$ cat config.mk
export PLATFORM = sky130hd
export DESIGN_NAME = pgdram_ctrl
export DESIGN_NICKNAME = d
export VERILOG_FILES = /design/src/rtl/pgdram_pkg.sv /design/src/rtl/pgdram_addr_split.sv /design/src/rtl/pgdram_step_timer.sv /design/src/rtl/pgdram_refresh_gen.sv /design/src/rtl/pgdram_ctrl.sv
export SDC_FILE = /design/constraint.sdc
export NUM_CORES = 1
export LEC_CHECK = 0
export BUFFER_PORTS_ARGS = -buffer_cell sky130_fd_sc_hd__buf_2
export CAP_MARGIN = 20
export CORE_ASPECT_RATIO = 0.5
export CORE_MARGIN = 5
export CORE_UTILIZATION = 40
export CTS_CLUSTER_SIZE = 14
export DETAILED_ROUTE_END_ITERATION = 16
export PLACE_DENSITY = 0.6
export SLEW_MARGIN = 10
export SYNTH_ARGS = -nofsm -noshare
export SYNTH_HDL_FRONTEND = slang
export SYNTH_SLANG_ARGS = --single-unit
$ cat constraint.sdc
create_clock -name clk -period 3 [get_ports clk]
set_clock_uncertainty 0.1 [all_clocks]
set_input_delay 0.75 -clock clk [delete_from_list [all_inputs] [get_ports clk]]
set_output_delay 0.75 -clock clk [all_outputs]
set_load 0.05 [all_outputs]
$ cat src/rtl/pgdram_pkg.sv
package pgdram_pkg;

    typedef enum logic [2:0] {
        ST_IDLE,
        ST_RAS_WAIT,
        ST_CAS_ACT,
        ST_ROW_OPEN,
        ST_PRECHARGE,
        ST_REF_RAS
    } pg_state_e;

endpackage

$ cat src/rtl/pgdram_addr_split.sv
module pgdram_addr_split #(
    parameter int ADDR_W = 24,
    parameter int ROW_W  = 10,
    parameter int COL_W  = 10,
    localparam int CS_W  = ADDR_W - ROW_W - COL_W,
    localparam int NCS   = 1 << CS_W
) (
    input  logic [ADDR_W-1:0] addr,
    output logic [CS_W-1:0]   cs_idx,
    output logic [NCS-1:0]    cs_onehot,
    output logic [ROW_W-1:0]  row,
    output logic [COL_W-1:0]  col
);

    assign col    = addr[COL_W-1:0];
    assign row    = addr[COL_W +: ROW_W];
    assign cs_idx = addr[ADDR_W-1 -: CS_W];

    for (genvar g = 0; g < NCS; g++) begin : g_dec
        assign cs_onehot[g] = (cs_idx == CS_W'(g));
    end

endmodule

$ cat src/rtl/pgdram_step_timer.sv
module pgdram_step_timer #(
    parameter int W = 8
) (
    input  logic         clk,
    input  logic         rst_n,
    input  logic         load,
    input  logic [W-1:0] load_val,
    output logic         expired
);

    logic [W-1:0] cnt;

    always_ff @(posedge clk or negedge rst_n) begin
        if (!rst_n)          cnt <= '0;
        else if (load)       cnt <= load_val;
        else if (cnt != '0)  cnt <= cnt - 1'b1;
    end

    assign expired = (cnt == '0);

endmodule

$ cat src/rtl/pgdram_refresh_gen.sv
module pgdram_refresh_gen #(
    parameter int REF_W = 12,
    parameter int ROW_W = 10
) (
    input  logic             clk,
    input  logic             rst_n,
    input  logic [REF_W-1:0] cfg_refi,
    input  logic             ref_ack,
    output logic             ref_pend,
    output logic [ROW_W-1:0] ref_row
);

    logic [REF_W-1:0] tick;
    logic             hit_period;

    assign hit_period = (cfg_refi != '0) && (tick >= cfg_refi - 1'b1);

    always_ff @(posedge clk or negedge rst_n) begin
        if (!rst_n) begin
            tick     <= '0;
            ref_pend <= 1'b0;
        end else begin
            if (cfg_refi == '0)  tick <= '0;
            else if (hit_period) tick <= '0;
            else                 tick <= tick + 1'b1;

            if (hit_period)   ref_pend <= 1'b1;
            else if (ref_ack) ref_pend <= 1'b0;
        end
    end

    always_ff @(posedge clk or negedge rst_n) begin
        if (!rst_n)       ref_row <= '0;
        else if (ref_ack) ref_row <= ref_row + 1'b1;
    end

endmodule

$ cat src/rtl/pgdram_ctrl.sv
module pgdram_ctrl
    import pgdram_pkg::*;
#(
    parameter int ADDR_W  = 24,
    parameter int ROW_W   = 10,
    parameter int COL_W   = 10,
    parameter int DATA_W  = 8,
    parameter int TMR_W   = 8,
    parameter int REF_W   = 12,
    parameter int CAS_CYC = 2,
    localparam int CS_W   = ADDR_W - ROW_W - COL_W,
    localparam int NCS    = 1 << CS_W,
    localparam int MA_W   = (ROW_W > COL_W) ? ROW_W : COL_W
) (
    input  logic              clk,
    input  logic              rst_n,
    input  logic              req_valid,
    output logic              req_ready,
    input  logic              req_we,
    input  logic [ADDR_W-1:0] req_addr,
    input  logic [DATA_W-1:0] req_wdata,
    output logic              rd_valid,
    output logic [DATA_W-1:0] rd_data,
    input  logic [TMR_W-1:0]  cfg_rcd,
    input  logic [TMR_W-1:0]  cfg_rp,
    input  logic [TMR_W-1:0]  cfg_idle,
    input  logic [REF_W-1:0]  cfg_refi,
    output logic [MA_W-1:0]   dram_addr,
    output logic [NCS-1:0]    dram_cs_n,
    output logic              dram_ras_n,
    output logic              dram_cas_n,
    output logic              dram_we_n,
    output logic [DATA_W-1:0] dram_dq_out,
    output logic              dram_dq_oe,
    input  logic [DATA_W-1:0] dram_dq_in
);

    pg_state_e state, state_d;

    // Incoming address fields
    logic [CS_W-1:0]  in_cs;
    logic [NCS-1:0]   in_oh;
    logic [ROW_W-1:0] in_row;
    logic [COL_W-1:0] in_col;

    pgdram_addr_split #(.ADDR_W(ADDR_W), .ROW_W(ROW_W), .COL_W(COL_W)) u_split (
        .addr(req_addr), .cs_idx(in_cs), .cs_onehot(in_oh), .row(in_row), .col(in_col)
    );

    // Latched request (also the open page while a row is held)
    logic [CS_W-1:0]   q_cs;
    logic [NCS-1:0]    q_oh;
    logic [ROW_W-1:0]  q_row;
    logic [COL_W-1:0]  q_col;
    logic              q_we;
    logic [DATA_W-1:0] q_wdata;
    logic              pend_acc;

    logic accept, page_hit;
    assign req_ready = ((state == ST_IDLE) || (state == ST_ROW_OPEN)) && !ref_pend;
    assign accept    = req_valid && req_ready;
    assign page_hit  = (in_cs == q_cs) && (in_row == q_row);

    logic [NCS-1:0]    nx_oh;
    logic [ROW_W-1:0]  nx_row;
    logic [COL_W-1:0]  nx_col;
    logic              nx_we;
    logic [DATA_W-1:0] nx_wdata;
    assign nx_oh    = accept ? in_oh     : q_oh;
    assign nx_row   = accept ? in_row    : q_row;
    assign nx_col   = accept ? in_col    : q_col;
    assign nx_we    = accept ? req_we    : q_we;
    assign nx_wdata = accept ? req_wdata : q_wdata;

    // Refresh interval and row counter
    logic             ref_pend, ref_ack;
    logic [ROW_W-1:0] ref_row;
    assign ref_ack = (state_d == ST_REF_RAS) && (state != ST_REF_RAS);

    pgdram_refresh_gen #(.REF_W(REF_W), .ROW_W(ROW_W)) u_ref (
        .clk(clk), .rst_n(rst_n), .cfg_refi(cfg_refi), .ref_ack(ref_ack),
        .ref_pend(ref_pend), .ref_row(ref_row)
    );

    // Shared phase timer: loaded with N-1 on state entry, N cycles in state
    function automatic logic [TMR_W-1:0] cyc_m1(input logic [TMR_W-1:0] n);
        return (n == '0) ? '0 : n - 1'b1;
    endfunction

    logic             tmr_load, tmr_done;
    logic [TMR_W-1:0] tmr_val;
    assign tmr_load = (state_d != state);

    always_comb begin
        unique case (state_d)
            ST_RAS_WAIT:  tmr_val = cyc_m1(cfg_rcd);
            ST_CAS_ACT:   tmr_val = TMR_W'(CAS_CYC - 1);
            ST_ROW_OPEN:  tmr_val = cyc_m1(cfg_idle);
            ST_PRECHARGE: tmr_val = cyc_m1(cfg_rp);
            ST_REF_RAS:   tmr_val = cyc_m1(cfg_rcd);
            default:      tmr_val = '0;
        endcase
    end

    pgdram_step_timer #(.W(TMR_W)) u_tmr (
        .clk(clk), .rst_n(rst_n), .load(tmr_load), .load_val(tmr_val), .expired(tmr_done)
    );

    // Next-state logic
    always_comb begin
        state_d = state;
        unique case (state)
            ST_IDLE: begin
                if (ref_pend)    state_d = ST_REF_RAS;
                else if (accept) state_d = ST_RAS_WAIT;
            end
            ST_RAS_WAIT: if (tmr_done) state_d = ST_CAS_ACT;
            ST_CAS_ACT:  if (tmr_done) state_d = ST_ROW_OPEN;
            ST_ROW_OPEN: begin
                if (ref_pend)      state_d = ST_PRECHARGE;
                else if (accept)   state_d = page_hit ? ST_CAS_ACT : ST_PRECHARGE;
                else if (tmr_done) state_d = ST_PRECHARGE;
            end
            ST_PRECHARGE: begin
                if (tmr_done) begin
                    if (pend_acc)      state_d = ST_RAS_WAIT;
                    else if (ref_pend) state_d = ST_REF_RAS;
                    else               state_d = ST_IDLE;
                end
            end
            ST_REF_RAS: if (tmr_done) state_d = ST_PRECHARGE;
            default: state_d = ST_IDLE;
        endcase
    end

    // State register
    always_ff @(posedge clk or negedge rst_n) begin
        if (!rst_n) state <= ST_IDLE;
        else        state <= state_d;
    end

    // Request latch and deferred-miss flag
    always_ff @(posedge clk or negedge rst_n) begin
        if (!rst_n) begin
            q_cs <= '0; q_oh <= '0; q_row <= '0; q_col <= '0;
            q_we <= 1'b0; q_wdata <= '0; pend_acc <= 1'b0;
        end else begin
            if (accept) begin
                q_cs <= in_cs; q_oh <= in_oh; q_row <= in_row; q_col <= in_col;
                q_we <= req_we; q_wdata <= req_wdata;
            end
            if (state == ST_ROW_OPEN && accept && !page_hit) pend_acc <= 1'b1;
            else if (state_d == ST_RAS_WAIT)                 pend_acc <= 1'b0;
        end
    end

    // Registered DRAM-side outputs, decoded from the next state
    always_ff @(posedge clk or negedge rst_n) begin
        if (!rst_n) begin
            dram_ras_n  <= 1'b1;
            dram_cas_n  <= 1'b1;
            dram_we_n   <= 1'b1;
            dram_cs_n   <= '1;
            dram_addr   <= '0;
            dram_dq_out <= '0;
            dram_dq_oe  <= 1'b0;
        end else begin
            dram_ras_n  <= !(state_d inside {ST_RAS_WAIT, ST_CAS_ACT, ST_ROW_OPEN, ST_REF_RAS});
            dram_cas_n  <= (state_d != ST_CAS_ACT);
            dram_we_n   <= !((state_d == ST_CAS_ACT) && nx_we);
            dram_dq_oe  <= (state_d == ST_CAS_ACT) && nx_we;
            dram_dq_out <= nx_wdata;
            unique case (state_d)
                ST_RAS_WAIT: begin dram_addr <= MA_W'(nx_row); dram_cs_n <= ~nx_oh; end
                ST_CAS_ACT:  begin dram_addr <= MA_W'(nx_col); dram_cs_n <= ~nx_oh; end
                ST_ROW_OPEN: dram_cs_n <= ~nx_oh;
                ST_REF_RAS:  begin dram_addr <= MA_W'(ref_row); dram_cs_n <= '0; end
                default:     dram_cs_n <= '1;
            endcase
        end
    end

    // Read capture on the last CAS cycle
    always_ff @(posedge clk or negedge rst_n) begin
        if (!rst_n) begin
            rd_valid <= 1'b0;
            rd_data  <= '0;
        end else begin
            rd_valid <= (state == ST_CAS_ACT) && tmr_done && !q_we;
            if ((state == ST_CAS_ACT) && tmr_done && !q_we) rd_data <= dram_dq_in;
        end
    end

    // Assertions
    assert_cas_under_ras_R2: assert property (@(posedge clk) disable iff (!rst_n)
        !dram_cas_n |-> !dram_ras_n);
    assert_cas_after_ras_R3: assert property (@(posedge clk) disable iff (!rst_n)
        $fell(dram_cas_n) |-> $past(!dram_ras_n));
    assert_rdv_single_R4: assert property (@(posedge clk) disable iff (!rst_n)
        rd_valid |=> !rd_valid);
    assert_we_in_cas_R5: assert property (@(posedge clk) disable iff (!rst_n)
        (!dram_we_n || dram_dq_oe) |-> !dram_cas_n);
    assert_hit_no_ras_R6: assert property (@(posedge clk) disable iff (!rst_n)
        (state == ST_ROW_OPEN && accept && page_hit) |=> (!dram_ras_n && !dram_cas_n));
    assert_miss_closes_R7: assert property (@(posedge clk) disable iff (!rst_n)
        (state == ST_ROW_OPEN && accept && !page_hit) |=> dram_ras_n);
    assert_ready_blocked_R9: assert property (@(posedge clk) disable iff (!rst_n)
        ref_pend |-> !req_ready);
    assert_single_cs_R1: assert property (@(posedge clk) disable iff (!rst_n)
        (state != ST_REF_RAS) |-> $onehot0(~dram_cs_n));

endmodule

Word level (Yosys, flattened, before mapping)
Cells that the tools add are included.

$add $sub $neg: 7. Magnitude comparators: 1. Eq/ne operators: 30. Mux-type cells: 30. Bitwise gates (word level): 1. Reductions and logical operators: 32.

Operators by type and width (number): 2-to-1 mux 8 bit (5); 2-to-1 mux 3 bit (11); == test 4 bit, second input constant (8); zero test 8 bit (4); one-hot mux 16 bit (2 select lines) (1); one-hot mux 8 bit (4 select lines) (1); subtractor 8 x 1 -> 8 bit, second input constant (4); one-hot mux 10 bit (3 select lines) (1); 2-to-1 mux 12 bit (2); 2-to-1 mux 10 bit (2); one-hot mux 3 bit (6 select lines) (1); == test 4 x 3 -> 1 bit, second input constant (4); 2-to-1 mux 16 bit (1); inverter 16 bit (1); adder 12 x 1 -> 12 bit, second input constant (1); == test 3 x 2 -> 1 bit, second input constant (4); == test 3 bit, second input constant (4); greater-or-equal comparator 12 bit (1); zero test 12 bit (1); nonzero test 12 bit (1); subtractor 12 x 1 -> 12 bit, second input constant (1); adder 10 x 1 -> 10 bit, second input constant (1); == test 10 bit (1); logical AND 1 bit (10); 18 further kinds (30).

Flip-flop bits (word level): 123. Output and inout port bits: 48.

Longest topological paths before layout
Gate-level depths: netlist of run 1.

Word-level depth: 11. Gate-level depth with buffers: 13.

Cells and area by module
A second synthesis of run 1 with hierarchy kept.

Cell total of the unflattened synthesis: 722. Area total of the unflattened synthesis: 6969.2 µm².

Modules (own cells, without submodules): pgdram_ctrl (instances 1, cells an instance 472, area an instance 4544.4 µm², sequential area each 2326.0 µm²); pgdram_refresh_gen (instances 1, cells an instance 152, area an instance 1541.5 µm², sequential area each 575.6 µm²); pgdram_step_timer (instances 1, cells an instance 54, area an instance 476.7 µm², sequential area each 200.2 µm²); pgdram_addr_split (instances 1, cells an instance 44, area an instance 406.6 µm², sequential area each 0.0 µm²).

Worst setup path after synthesis of run 1
Ideal clock, no wire load.

Kind: in2reg. From: input cfg_refi[3]. To: register u_ref.tick[3]. Setup time: 72 ps. Data arrival time: 2937 ps. Data required time: 2828 ps. Setup slack: -110 ps. Cell stages on the path: 11. Buffers on the path: 1. Path through: nor2_1 > nor4b_1 > nand3_1 > xor2_1 > ha_1 > a2111oi_0 > o21ai_0 > a221oi_1 > o211ai_1 > clkbuf_1 > nor2_1.

Cells in the longest elaborated chain, start to end: 5. Elaborated cells on any way between the ends: 7. Those cells by class: 1 x add/sub; 1 x order compare; 2 x mux; 3 x reduce/logical.

RTL lines: from (decl) (RTL line pgdram_ctrl.sv:27) `input logic [REF_W-1:0] cfg_refi,`; subtractor 12 x 1 -> 12 bit (RTL line pgdram_refresh_gen.sv:16) `assign hit_period = (cfg_refi != '0) && (tick >= cfg_refi - 1'b1);`; greater-or-equal comparator 12 bit (RTL line pgdram_refresh_gen.sv:16); logical AND 1 bit (RTL line pgdram_refresh_gen.sv:16); 2-to-1 mux 12 bit (RTL line pgdram_refresh_gen.sv:24) `else if (hit_period) tick <= '0;`; 2-to-1 mux 12 bit (*) (RTL line pgdram_refresh_gen.sv:23) `if (cfg_refi == '0) tick <= '0;`; to (signal assigned) (RTL line pgdram_refresh_gen.sv:25) `else tick <= tick + 1'b1;`; to (decl) (RTL line pgdram_refresh_gen.sv:13) `logic [REF_W-1:0] tick;`.

Mark *: on every way between the ends. The rest lies on a longest branch, timed or not. A chain may end at the register's enable or synchronous reset.

Worst setup path after layout of run 1
From: register u_tmr.cnt[1]. To: register u_ref.ref_row[1].

Cells in the longest elaborated chain, start to end: 7. Elaborated cells on any way between the ends: 10. Those cells by class: 1 x eq/ne; 7 x mux; 2 x reduce/logical.

RTL lines: from (decl) (RTL line pgdram_step_timer.sv:11) `logic [W-1:0] cnt;`; from (signal assigned) (RTL line pgdram_step_timer.sv:15) `else if (load) cnt <= load_val;`; from (signal assigned) (RTL line pgdram_step_timer.sv:16) `else if (cnt != '0) cnt <= cnt - 1'b1;`; zero test 8 bit (*) (RTL line pgdram_step_timer.sv:19) `assign expired = (cnt == '0);`; 2-to-1 mux 3 bit (RTL line pgdram_ctrl.sv:122, pgdram_ctrl.sv:131); 2-to-1 mux 3 bit (RTL line pgdram_ctrl.sv:121) `else if (accept) state_d = page_hit ? ST_CAS_ACT : ST_PRECHARGE;`; 2-to-1 mux 3 bit (RTL line pgdram_ctrl.sv:120) `if (ref_pend) state_d = ST_PRECHARGE;`; one-hot mux 3 bit (6 select lines) (*) (RTL line pgdram_ctrl.sv:112) `unique case (state)`; net state_d[0] (RTL line pgdram_ctrl.sv:38) `pg_state_e state, state_d;`; == test 3 bit (*) (RTL line pgdram_ctrl.sv:78) `assign ref_ack = (state_d == ST_REF_RAS) && (state != ST_REF_RAS);`; logical AND 1 bit (*) (RTL line pgdram_ctrl.sv:78); to (signal assigned) (RTL line pgdram_refresh_gen.sv:34) `else if (ref_ack) ref_row <= ref_row + 1'b1;`; to (decl) (RTL line pgdram_refresh_gen.sv:10) `output logic [ROW_W-1:0] ref_row`.

Mark *: on every way through the listed nets, which the timed path passes. The rest lies on a longest branch.

==> summary.txt, run 1 <==
STA
  – Unrepaired setup endpoints after global routing: false
  – Period utilisation layout: 0.933
  – Fin Hold WS: 0.249 ns
  – Slew @ Worst Pin: slightly above 0.6 ns
  – Pins Over Slew Limit: 0
  – Final Hold Fails: 0
  – Final min period: 2.80 ns
  – Slew margin rel.: 0.597
  – Fmax: ~360 MHz
  – # setup viols final: 0

Clocking
  – # H-tree levels: 4
  – CTS max path bufs: 2
  – Total CTS buffers: 17
  – CTS sink count: roughly 120
  – Worst-skew pair later-pin latency: roughly 0.4 ns
  – CTS tree: built
  – CTS root buffer: clkbuf_16
  – Clock-pin slew on the worst setup and hold paths: about 0.06 ns

Detailed routing
  – Pre-Repair DR Iteration Count: 4
  – DRC Markers: 0
  – WL per Instance: approximately 15 um
  – Initial DRC Count: 290
  – Final ANT Viol Nets: 0
  – Vias per cell: roughly 5
  – Via count: between 4000 and 5000
  – Routed WL: between 10 and 15 mm

Worst setup path
  – Bufs and invs on worst path: 4
  – Worst EP arrival: just under 3 ns
  – Worst setup SP type: flip-flop
  – CP Cell Sequence: inv_1 > ha_1 > nor3b_2 > and2_2 > buf_4 > o21ai_2 > o221ai_4 > clkinv_1 > nand3_2 > a211oi_2 > buf_6 > mux2_2
  – Top delay family on crit path: buffers and inverters
  – Worst R2R End: u_ref.ref_row[1]
  – RR Startpoint: u_tmr.cnt[1]
  – Worst r2r path cells: 12
  – Critical path type: flip-flop to flip-flop
  – Crit-path slowest cell: dfrtp_1
  – CP Data Required Time: ~3.2 ns
  – Critical Path Fanout Max: 11
  – Reg-to-reg slack, setup: between 0.2 and 0.25 ns
  – Crit-path max cell delay: 0.40 ns
  – Crit end category: flip-flop

GRT
  – Overall routing resource usage: 0.164
  – Initial antenna violation count: 0
  – Vias in the first global route: about 5100
  – Grt ovf: 0
  – First-pass GRT wire length: between 20 and 30 mm
  – Largest net degree at the start of global routing: 66

Cells and area
  – Final-stage net count: approximately 860
  – Core Util, Final: 0.525
  – Antenna cells: 0
  – Most frequent cells in the layout: buf_2, dfrtp_1, nor2_1
  – Share of cells above drive strength 1: 0.367
  – Commonest non-fill, non-tap cell in the layout: buf_2
  – Filler Cells Inserted: between 1000 and 1500
  – Layout area overhead: 26.7%
  – Final Cell Area: approximately 8200 um2

Yosys
  – Syn_nets: 703
  – Avg Cell Area, Syn: around 11 um2
  – Post-synth EDFFs: 0
  – Ys Warns: 0
  – Main synth FF type: dfrtp_1
  – Netlist cell types: 65
  – Synth area leaders: dfrtp_1, dfstp_2, mux2_2
  – Register area share after synthesis: 0.478
  – Ys async rst share: 1.00
  – Cells after Synth: 600
  – Yosys top cell by area: dfrtp_1
  – Yosys reg bits: around 120
  – Mapped cell area: approximately 6500 um2
  – Yosys top cell area share: 0.401

Power
  – Max VDD drop: ~0.00039 V
  – Leakage: between 0.003 and 0.004 uW
  – Pwr/cell area: roughly 800 nW/um2

Die
  – Die W: 190 um
  – Core region area: roughly 16000 um2
  – IO Count: 128
  – Row Count: 32
  – Die height: 100 um
  – Initial cell density of the core: 0.414
  – Die ar.: roughly 19000 um2

Job
  – Max-cap violations: 0

Hold path
  – Worst hold path class: input pin to asynchronous set/reset pin

Run status
  – Run status: finished, final reports clean

Placement
  – Placed Area: 7610 um2
  – Hpwl dp: between 10 and 15 mm
  – IO buf count: around 130
  – Placer's final routability congestion estimate: about 0.83
## layout make-up
type	count	area, um2	area share
Multi-Input combinational cell	426	3220	0.392
Sequential cell	123	3100	0.377
Inverter	26	97.6	0.0119
Clock inverter	14	138	0.0167
Timing Repair Buffer	162	955	0.116
Clock buffer	18	429	0.0522
Tap cell	221	277	0.0336
## report_power, final
group          switching [uW]  internal (uW)  leakage, uW  total, uW
registers                 270           2060      0.00159       2330
logic                    1420            847      0.00210       2270
clock network             788           1160     0.000266       1940
total                    2480           4060      0.00396       6540
## cells by family after synthesis
logic type	count (synthesis)	share of synthesized area
xor gates and xnor gates	65	0.0877
muxes	56	0.0964
AOI/OAI and AO/OA	97	0.109
buffers and inverters	51	0.0349
and+or+nand+nor	185	0.150
DFF	123	0.478
adders and majority gates	23	0.0444
## sequential cells by signal, indices dropped and copies added, names as in the netlist
signal	count
q_cs	4
u_ref.ref_pend	1
rd_valid	1
dram_addr	10
u_ref.tick	12
q_row	10
q_we	1
u_tmr.cnt	8
u_ref.ref_row	10
dram_cs_n	16
dram_we_n	1
state	3
dram_dq_oe	1
q_col	10
dram_cas_n	1
pend_acc	1
q_oh	16
dram_ras_n	1
dram_dq_out	8
rd_data	8
## stage by stage
| step | setup slack (ns) | setup TNS, ns | power [uW] | cells |
|---|---|---|---|---|
| 5_1_grt | 0.0270 | 0 | 6980 | 990 |
| 3_3_place_gp | -0.163 | -1.96 | 4560 | 958 |
| 6_report | 0.201 | 0 | 6540 | 990 |
| 4_1_cts | 0.123 | 0 | 6580 | 990 |
| 3_5_place_dp | -0.295 | -3.55 | 4600 | 958 |
| 2_1_floorplan | 0.0218 | 0 | 3940 | 600 |
## layer usage
metal  wire (um)  up-vias  track usage
met5           0        -            0
met4         125        0       0.0428
li1            -     2438            -
met2        6740       96        0.256
met1        7350     2408        0.230
met3         555       16       0.0417
## synthesized netlist by cell type (all sizes together) (6+ instances only)
cell and number:
xnor2 47, clkbuf 6, buf 19, nand2 45
nor3 10, o22ai 16, nor4 8, xor2 18
dfstp 19, nand4 11, mux2 52, o31a 6
a21oi 6, o21ai 33, and3 8, dfrtp 104
nand2b 9, ha 23, inv 25, nand3 12
o31ai 9, nor2 62, o41ai 6
## repair_timing
item,4_1_cts,5_1_grt
setup buffers,0,0
gates resized for setup,0,11
hold buffers,0,0
endpoints found under the setup margin,0,22
endpoints found under the hold margin,0,0
## worst max-delay path by stage
stage,from,to,slack (ns),depth (start not counted)
after floorplan,cfg_refi[3],u_ref.tick[3],0.02,11
final,u_tmr.cnt[1],u_ref.ref_row[1],0.20,12
after global routing,u_tmr.cnt[0],u_ref.ref_row[1],0.03,11
after CTS,u_tmr.cnt[0],u_ref.ref_row[1],0.12,12
after global placement,cfg_refi[1],u_ref.tick[11],-0.16,11
after detailed placement,cfg_refi[3],u_ref.tick[2],-0.30,12
Power figures use the tool's default switching activity.
==> run 2, diff against run 1 <==
==> constraint.sdc (replaced) <==
create_clock -name clk -period 3.1 [get_ports clk]
set_clock_uncertainty 0.1 [all_clocks]
set_input_delay 0.775 -clock clk [delete_from_list [all_inputs] [get_ports clk]]
set_output_delay 0.775 -clock clk [all_outputs]
set_load 0.05 [all_outputs]
==> run 2 against run 1 <==
  * First-iteration DRC count decreased by 19%
  * Worst setup slack got worse by 0.0012 ns
  * Sequential power decreased by 2%
  * Hold slack better by 0.046 ns
  * Sequential share of layout area rose by 0.13 points
  * Register-to-register slack about the same
  * Cell count decreased by 0.10%
  * Critical path type unchanged
==> summary.txt, run 2 (same netlist as run 1, synthesis figures left out) <==
GRT
  – Overall routing resource usage: 0.169 (+0.00442)
  – Initial antenna violation count: 0 (unchanged)
  – First-pass GRT wire length: 25.8 mm (+2.2%)
  – Grt ovf: 0 (unchanged)
  – Vias in the first global route: 5104 (+0.26%)
  – Largest net degree at the start of global routing: 52 (-21%)

Clocking
  – Total CTS buffers: 17 (unchanged)
  – Post-CTS Setup Repair Bufs: 0 (unchanged)
  – Post-CTS Hold Buffers: 0 (unchanged)
  – CTS max path bufs: 2 (unchanged)
  – CTS root buffer: clkbuf_16
  – # H-tree levels: 4 (unchanged)
  – Worst-skew pair later-pin latency: 0.41 ns (about the same)
  – CTS sink count: 123 (unchanged)
  – CTS tree: built
  – Clock-pin slew on the worst setup and hold paths: 0.06 ns (about the same)

Detailed routing
  – Pre-Repair DR Iteration Count: 4 (unchanged)
  – Routed WL: 15.1 mm (+2.5%)
  – Vias per cell: 4.97 (-0.67%)
  – WL per Instance: 15.3 um (+2.6%)
  – DRC Markers: 0 (unchanged)
  – Final ANT Viol Nets: 0 (unchanged)
  – Via count: 4920 (-0.77%)
  – Initial DRC Count: 235 (-19%)

Worst setup path
  – Reg-to-reg slack, setup: 0.20 ns (about the same)
  – Worst r2r path cells: 12 (unchanged)
  – Critical path type: flip-flop to flip-flop
  – Critical Path Fanout Max: 11 (unchanged)
  – Worst EP arrival: 3.09 ns (+0.11 ns)
  – Worst setup SP type: flip-flop
  – Crit end category: flip-flop
  – CP Data Required Time: 3.29 ns (+0.11 ns)

Cells and area
  – Largest regs: dram_cs_n: 16 flops, q_oh: 16 flops, u_ref.tick: 12 flops
  – Layout area overhead: 26.2%
  – Commonest non-fill, non-tap cell in the layout: buf_2
  – Final Cell Area: 8190 um2 (-0.38%)
  – Most frequent cells in the layout: buf_2, dfrtp_1, nor2_1
  – Filler Cells Inserted: 1440 (+1.2%)
  – Final-stage net count: 858 (-0.12%)
  – Share of cells above drive strength 1: 0.359 (-0.00734)
  – Antenna cells: 0 (unchanged)

STA
  – Unrepaired setup endpoints after global routing: false
  – Slew @ Worst Pin: 0.675 ns (+0.0709 ns)
  – # setup viols final: 0 (unchanged)
  – Final min period: 2.90 ns (+0.101 ns)
  – Final Hold Fails: 0 (unchanged)
  – Pins Over Slew Limit: 0 (unchanged)
  – Fmax: 345 MHz (-3.5%)
  – Period utilisation layout: 0.935 (+0.00256)
  – Slew margin rel.: 0.550 (-0.0473)
  – Setup TNS Final: 0 ns (unchanged)

Die
  – Die height: 100 um (unchanged)
  – Die ar.: 19000 um2 (unchanged)
  – Die W: 190 um (unchanged)
  – Initial cell density of the core: 0.414 (unchanged)
  – Row Count: 32 (unchanged)
  – Core region area: 15700 um2 (unchanged)
  – IO Count: 128 (unchanged)

Placement
  – IO buf count: 127 (unchanged)
  – Placer's final routability congestion estimate: 0.808 (-2.4%)
  – Hpwl dp: 11.4 mm (+2.3%)
  – Placed Area: 7570 um2 (-0.58%)

Run status
  – Run status: finished, final reports clean

Hold path
  – Worst hold path class: input pin to asynchronous set/reset pin

Power
  – Max VDD drop: 0.000399 V (+1.8%)
  – Pwr/cell area: 789 nW/um2 (-0.83%)
  – Leakage: 0.00397 uW (+0.28%)

Job
  – Max-cap violations: 0 (unchanged)
==> run 2: path summary, 6_finish.rpt <==
path	start	end
min in group clk	u_ref.ref_row[9]	u_ref.ref_row[9]
hold reg to reg	u_ref.ref_row[9]	u_ref.ref_row[9]
max in group asynchronous	rst_n	dram_cs_n[7]
setup reg to reg	u_tmr.cnt[0]	u_ref.ref_row[1]
setup / recovery	u_tmr.cnt[0]	u_ref.ref_row[1]
hold / removal	rst_n	u_ref.tick[7]
==> run 2: report_power, final <==
group	switching, uW	leakage, uW	internal, uW
Combinational	1340	0.00207	791
Sequential	292	0.00159	1990
Clock	800	0.000300	1240
Total	2440	0.00397	4020
==> run 2: worst max-delay path, cell delays in order (launching register included) <==
cell and delay (ns):
dfrtp_1 0.43, inv_1 0.07, ha_1 0.21, nor3b_2 0.18
and2_2 0.25, buf_4 0.17, o21ai_1 0.17, o221ai_2 0.22
inv_2 0.15, nand3_2 0.09, a211oi_2 0.17, buf_4 0.23
mux2_2 0.35
==> run 2: layer usage <==
layer	vias to the layer above	GRT usage	share of wire
li1	2434	-	-
met1	2387	0.233	0.49
met2	83	0.270	0.46
met3	16	0.0323	0.041
met4	0	0.0561	0.013
met5	-	0	0
==> run 2: layout make-up <==
type,instances,area [um2],area share
clock buffers,18,439,0.0536
clock inverters,14,174,0.0212
inverters,26,97.6,0.0119
multi-input cells,426,3180,0.389
flip-flops and latches,123,3100,0.379
well taps,221,277,0.0338
repair buffers,161,918,0.112
==> run 2: stage by stage <==
step | util | power, uW | hold slack, ns | std cells | worst slack, ns
after floorplan | - | 3810 | 0.335 | 600 | 0.00965
after global placement | 0.484 | 4400 | 0.358 | 957 | -0.101
after detailed placement | 0.484 | 4460 | 0.360 | 957 | -0.245
after CTS | 0.523 | 6540 | 0.314 | 989 | 0.189
after global routing | 0.523 | 6850 | 0.344 | 989 | 0.00139
final | 0.523 | 6460 | 0.295 | 989 | 0.200
==> run 2: what timing repair did <==
action                                 in CTS  in global routing
resized for setup                           0                  3
setup endpoints to repair                   0                  5
endpoints found under the hold margin       0                  0
==> run 3, diff against run 2 <==
--- a/config.mk
+++ b/config.mk
@@ -7,12 +7,14 @@
 export LEC_CHECK = 0
 export BUFFER_PORTS_ARGS = -buffer_cell sky130_fd_sc_hd__buf_2
 export CAP_MARGIN = 20
+export CELL_PAD_IN_SITES_DETAIL_PLACEMENT = 1
+export CELL_PAD_IN_SITES_GLOBAL_PLACEMENT = 1
 export CORE_ASPECT_RATIO = 0.5
 export CORE_MARGIN = 5
-export CORE_UTILIZATION = 40
+export CORE_UTILIZATION = 29
 export CTS_CLUSTER_SIZE = 14
 export DETAILED_ROUTE_END_ITERATION = 16
-export PLACE_DENSITY = 0.6
+export PLACE_DENSITY = 0.57
 export SLEW_MARGIN = 10
 export SYNTH_ARGS = -nofsm -noshare
 export SYNTH_HDL_FRONTEND = slang
==> run 3 against run 2 <==
  * Via count grew 0.96%
  * Largest power group unchanged
  * Maximum frequency grew 0.86%
  * Clock-buffer cell count is the same
  * Design area grew 1.3%
  * Worst setup slack gained 0.025 ns
  * Cell count grew 8.4%
==> summary.txt, run 3 (same netlist as run 1, synthesis figures left out) <==
Run status
  – Run status: finished, final reports clean

Worst setup path
  – Worst setup SP type: input pin
  – CP Data Required Time: 3.33 ns (+0.04 ns)
  – Critical path type: input pin to flip-flop
  – Worst EP arrival: 3.11 ns (+0.02 ns)
  – Crit end category: flip-flop
  – Critical Path Fanout Max: 12 (+1)
  – Reg-to-reg slack, setup: 0.24 ns (+0.04 ns)

Detailed routing
  – Routed WL: 17.6 mm (+16%)
  – Initial DRC Count: 158 (-33%)
  – Via count: 4967 (+0.96%)
  – WL per Instance: 16.4 um (+7.2%)
  – Vias per cell: 4.63 (-6.9%)
  – Pre-Repair DR Iteration Count: 4 (unchanged)
  – DRC Markers: 0 (unchanged)
  – Final ANT Viol Nets: 0 (unchanged)

Cells and area
  – Final-stage net count: 862 (+0.47%)
  – Final Cell Area: 8300 um2 (+1.3%)
  – Post-route insts no fill: 1072 (+8.4%)
  – Share of cells above drive strength 1: 0.359 (-0.000567)
  – Largest regs: dram_cs_n: 16 flops, q_oh: 16 flops, u_ref.tick: 12 flops
  – Antenna cells: 0 (unchanged)
  – Most frequent cells in the layout: buf_2, dfrtp_1, nor2_1
  – Core Util, Final: 0.380 (-0.143)
  – Layout area overhead: 27.9%
  – Commonest non-fill, non-tap cell in the layout: buf_2

Placement
  – Placer's final routability congestion estimate: 0.810 (+0.16%)
  – Pre-CTS setup slack: -0.256 ns (-0.0108 ns)
  – IO buf count: 127 (unchanged)
  – Placed Area: 7710 um2 (+1.9%)
  – Hpwl dp: 13.6 mm (+20%)
  – Placed cell count: 1040 (+8.7%)

Clocking
  – Post-CTS resize count: 0 (unchanged)
  – CTS sink count: 123 (unchanged)
  – # H-tree levels: 4 (unchanged)
  – Total CTS buffers: 17 (unchanged)
  – CTS tree: built
  – Post-CTS Hold Buffers: 0 (unchanged)
  – CTS max path bufs: 2 (unchanged)
  – Post-CTS Setup Repair Bufs: 0 (unchanged)
  – CTS root buffer: clkbuf_16
  – Clock-pin slew on the worst setup and hold paths: 0.05 ns (about the same)
  – Worst-skew pair later-pin latency: 0.41 ns (about the same)

STA
  – Pins Over Slew Limit: 0 (unchanged)
  – Slew margin rel.: 0.609 (+0.0592)
  – Worst setup margin: 0.225 ns (+0.0246 ns)
  – Slew @ Worst Pin: 0.586 ns (-0.0888 ns)
  – Final min period: 2.88 ns (-0.0246 ns)
  – Final Hold Fails: 0 (unchanged)
  – # setup viols final: 0 (unchanged)
  – Fin Hold WS: 0.265 ns (-0.0304 ns)
  – Period utilisation layout: 0.928 (-0.00793)
  – Unrepaired setup endpoints after global routing: false
  – Fmax: 348 MHz (+0.86%)

Hold path
  – Worst hold path class: input pin to asynchronous set/reset pin

Power
  – Leakage: 0.00396 uW (about the same)
  – Pwr/cell area: 771 nW/um2 (-2.2%)
  – Max VDD drop: 0.000405 V (+1.5%)

Die
  – Core region area: 21800 um2 (+39%)
  – Die ar.: 25600 um2 (+35%)
  – Row Count: 38 (+19%)
  – Initial cell density of the core: 0.297 (-0.117)
  – IO Count: 128 (unchanged)
  – Die height: 116 um (+16%)
  – Die W: 222 um (+17%)

GRT
  – Largest net degree at the start of global routing: 44 (-15%)
  – Overall routing resource usage: 0.141 (-0.0276)
  – First-pass GRT wire length: 28.9 mm (+12%)
  – Initial antenna violation count: 0 (unchanged)
  – Vias in the first global route: 5378 (+5.4%)
  – Grt ovf: 0 (unchanged)

Job
  – Max-cap violations: 0 (unchanged)
==> run 3: cell types whose count changed in the layout (fill, tap and decap cells not counted), sizes merged <==
cell      change
buf           +4
bufinv        -1
clkinvlp      +2
inv           -5
clkinv        +4
==> run 3: metal layers <==
layer,part of all wire,vias up,GRT usage
met3,0.024,13,0.0299
met4,0.0072,0,0.0345
met5,0,-,0
met2,0.48,58,0.237
li1,-,2432,-
met1,0.49,2464,0.189
==> run 3: where the power goes <==
group	switching, uW	internal (uW)	leakage, uW
combinational	1370	810	0.00210
sequential	294	1990	0.00159
clock	794	1140	0.000276
==> run 3: per-stage QoR <==
stage	total power [uW]	setup TNS, ns
finish	6400	0
global route	6830	0
CTS	6520	0
detailed placement	4530	-2.97
global placement	4470	-2.18
floorplan	3810	0
==> run 3: final timing paths <==
check,from,end,depth (start not counted)
setup / recovery,cfg_refi[1],u_ref.tick[3],11
hold / removal,rst_n,u_ref.tick[5],1
setup reg to reg,u_tmr.cnt[0],u_ref.ref_row[1],11
hold reg to reg,u_ref.ref_row[9],u_ref.ref_row[9],1
max in group asynchronous,rst_n,dram_we_n,2
min in group clk,u_ref.ref_row[9],u_ref.ref_row[9],1
==> run 3: final cells by class <==
| class | instances | area [um2] |
|---|---|---|
| Clock inverter | 14 | 139 |
| Timing Repair Buffer | 165 | 961 |
| Multi-Input combinational cell | 426 | 3180 |
| Fill cell | 2457 | 13500 |
| Tap cell | 300 | 375 |
| Sequential cell | 123 | 3100 |
| Inverter | 26 | 97.6 |
| Clock buffer | 18 | 439 |
==> run 3: worst max-delay path, cell delays in order <==
cell	delay, ns
buf_2	0.11
nor3_1	0.25
nor3b_1	0.30
xnor2_1	0.16
ha_1	0.26
a2111oi_0	0.36
o21ai_0	0.17
a221oi_1	0.31
o211ai_1	0.12
buf_4	0.19
nor2_1	0.11
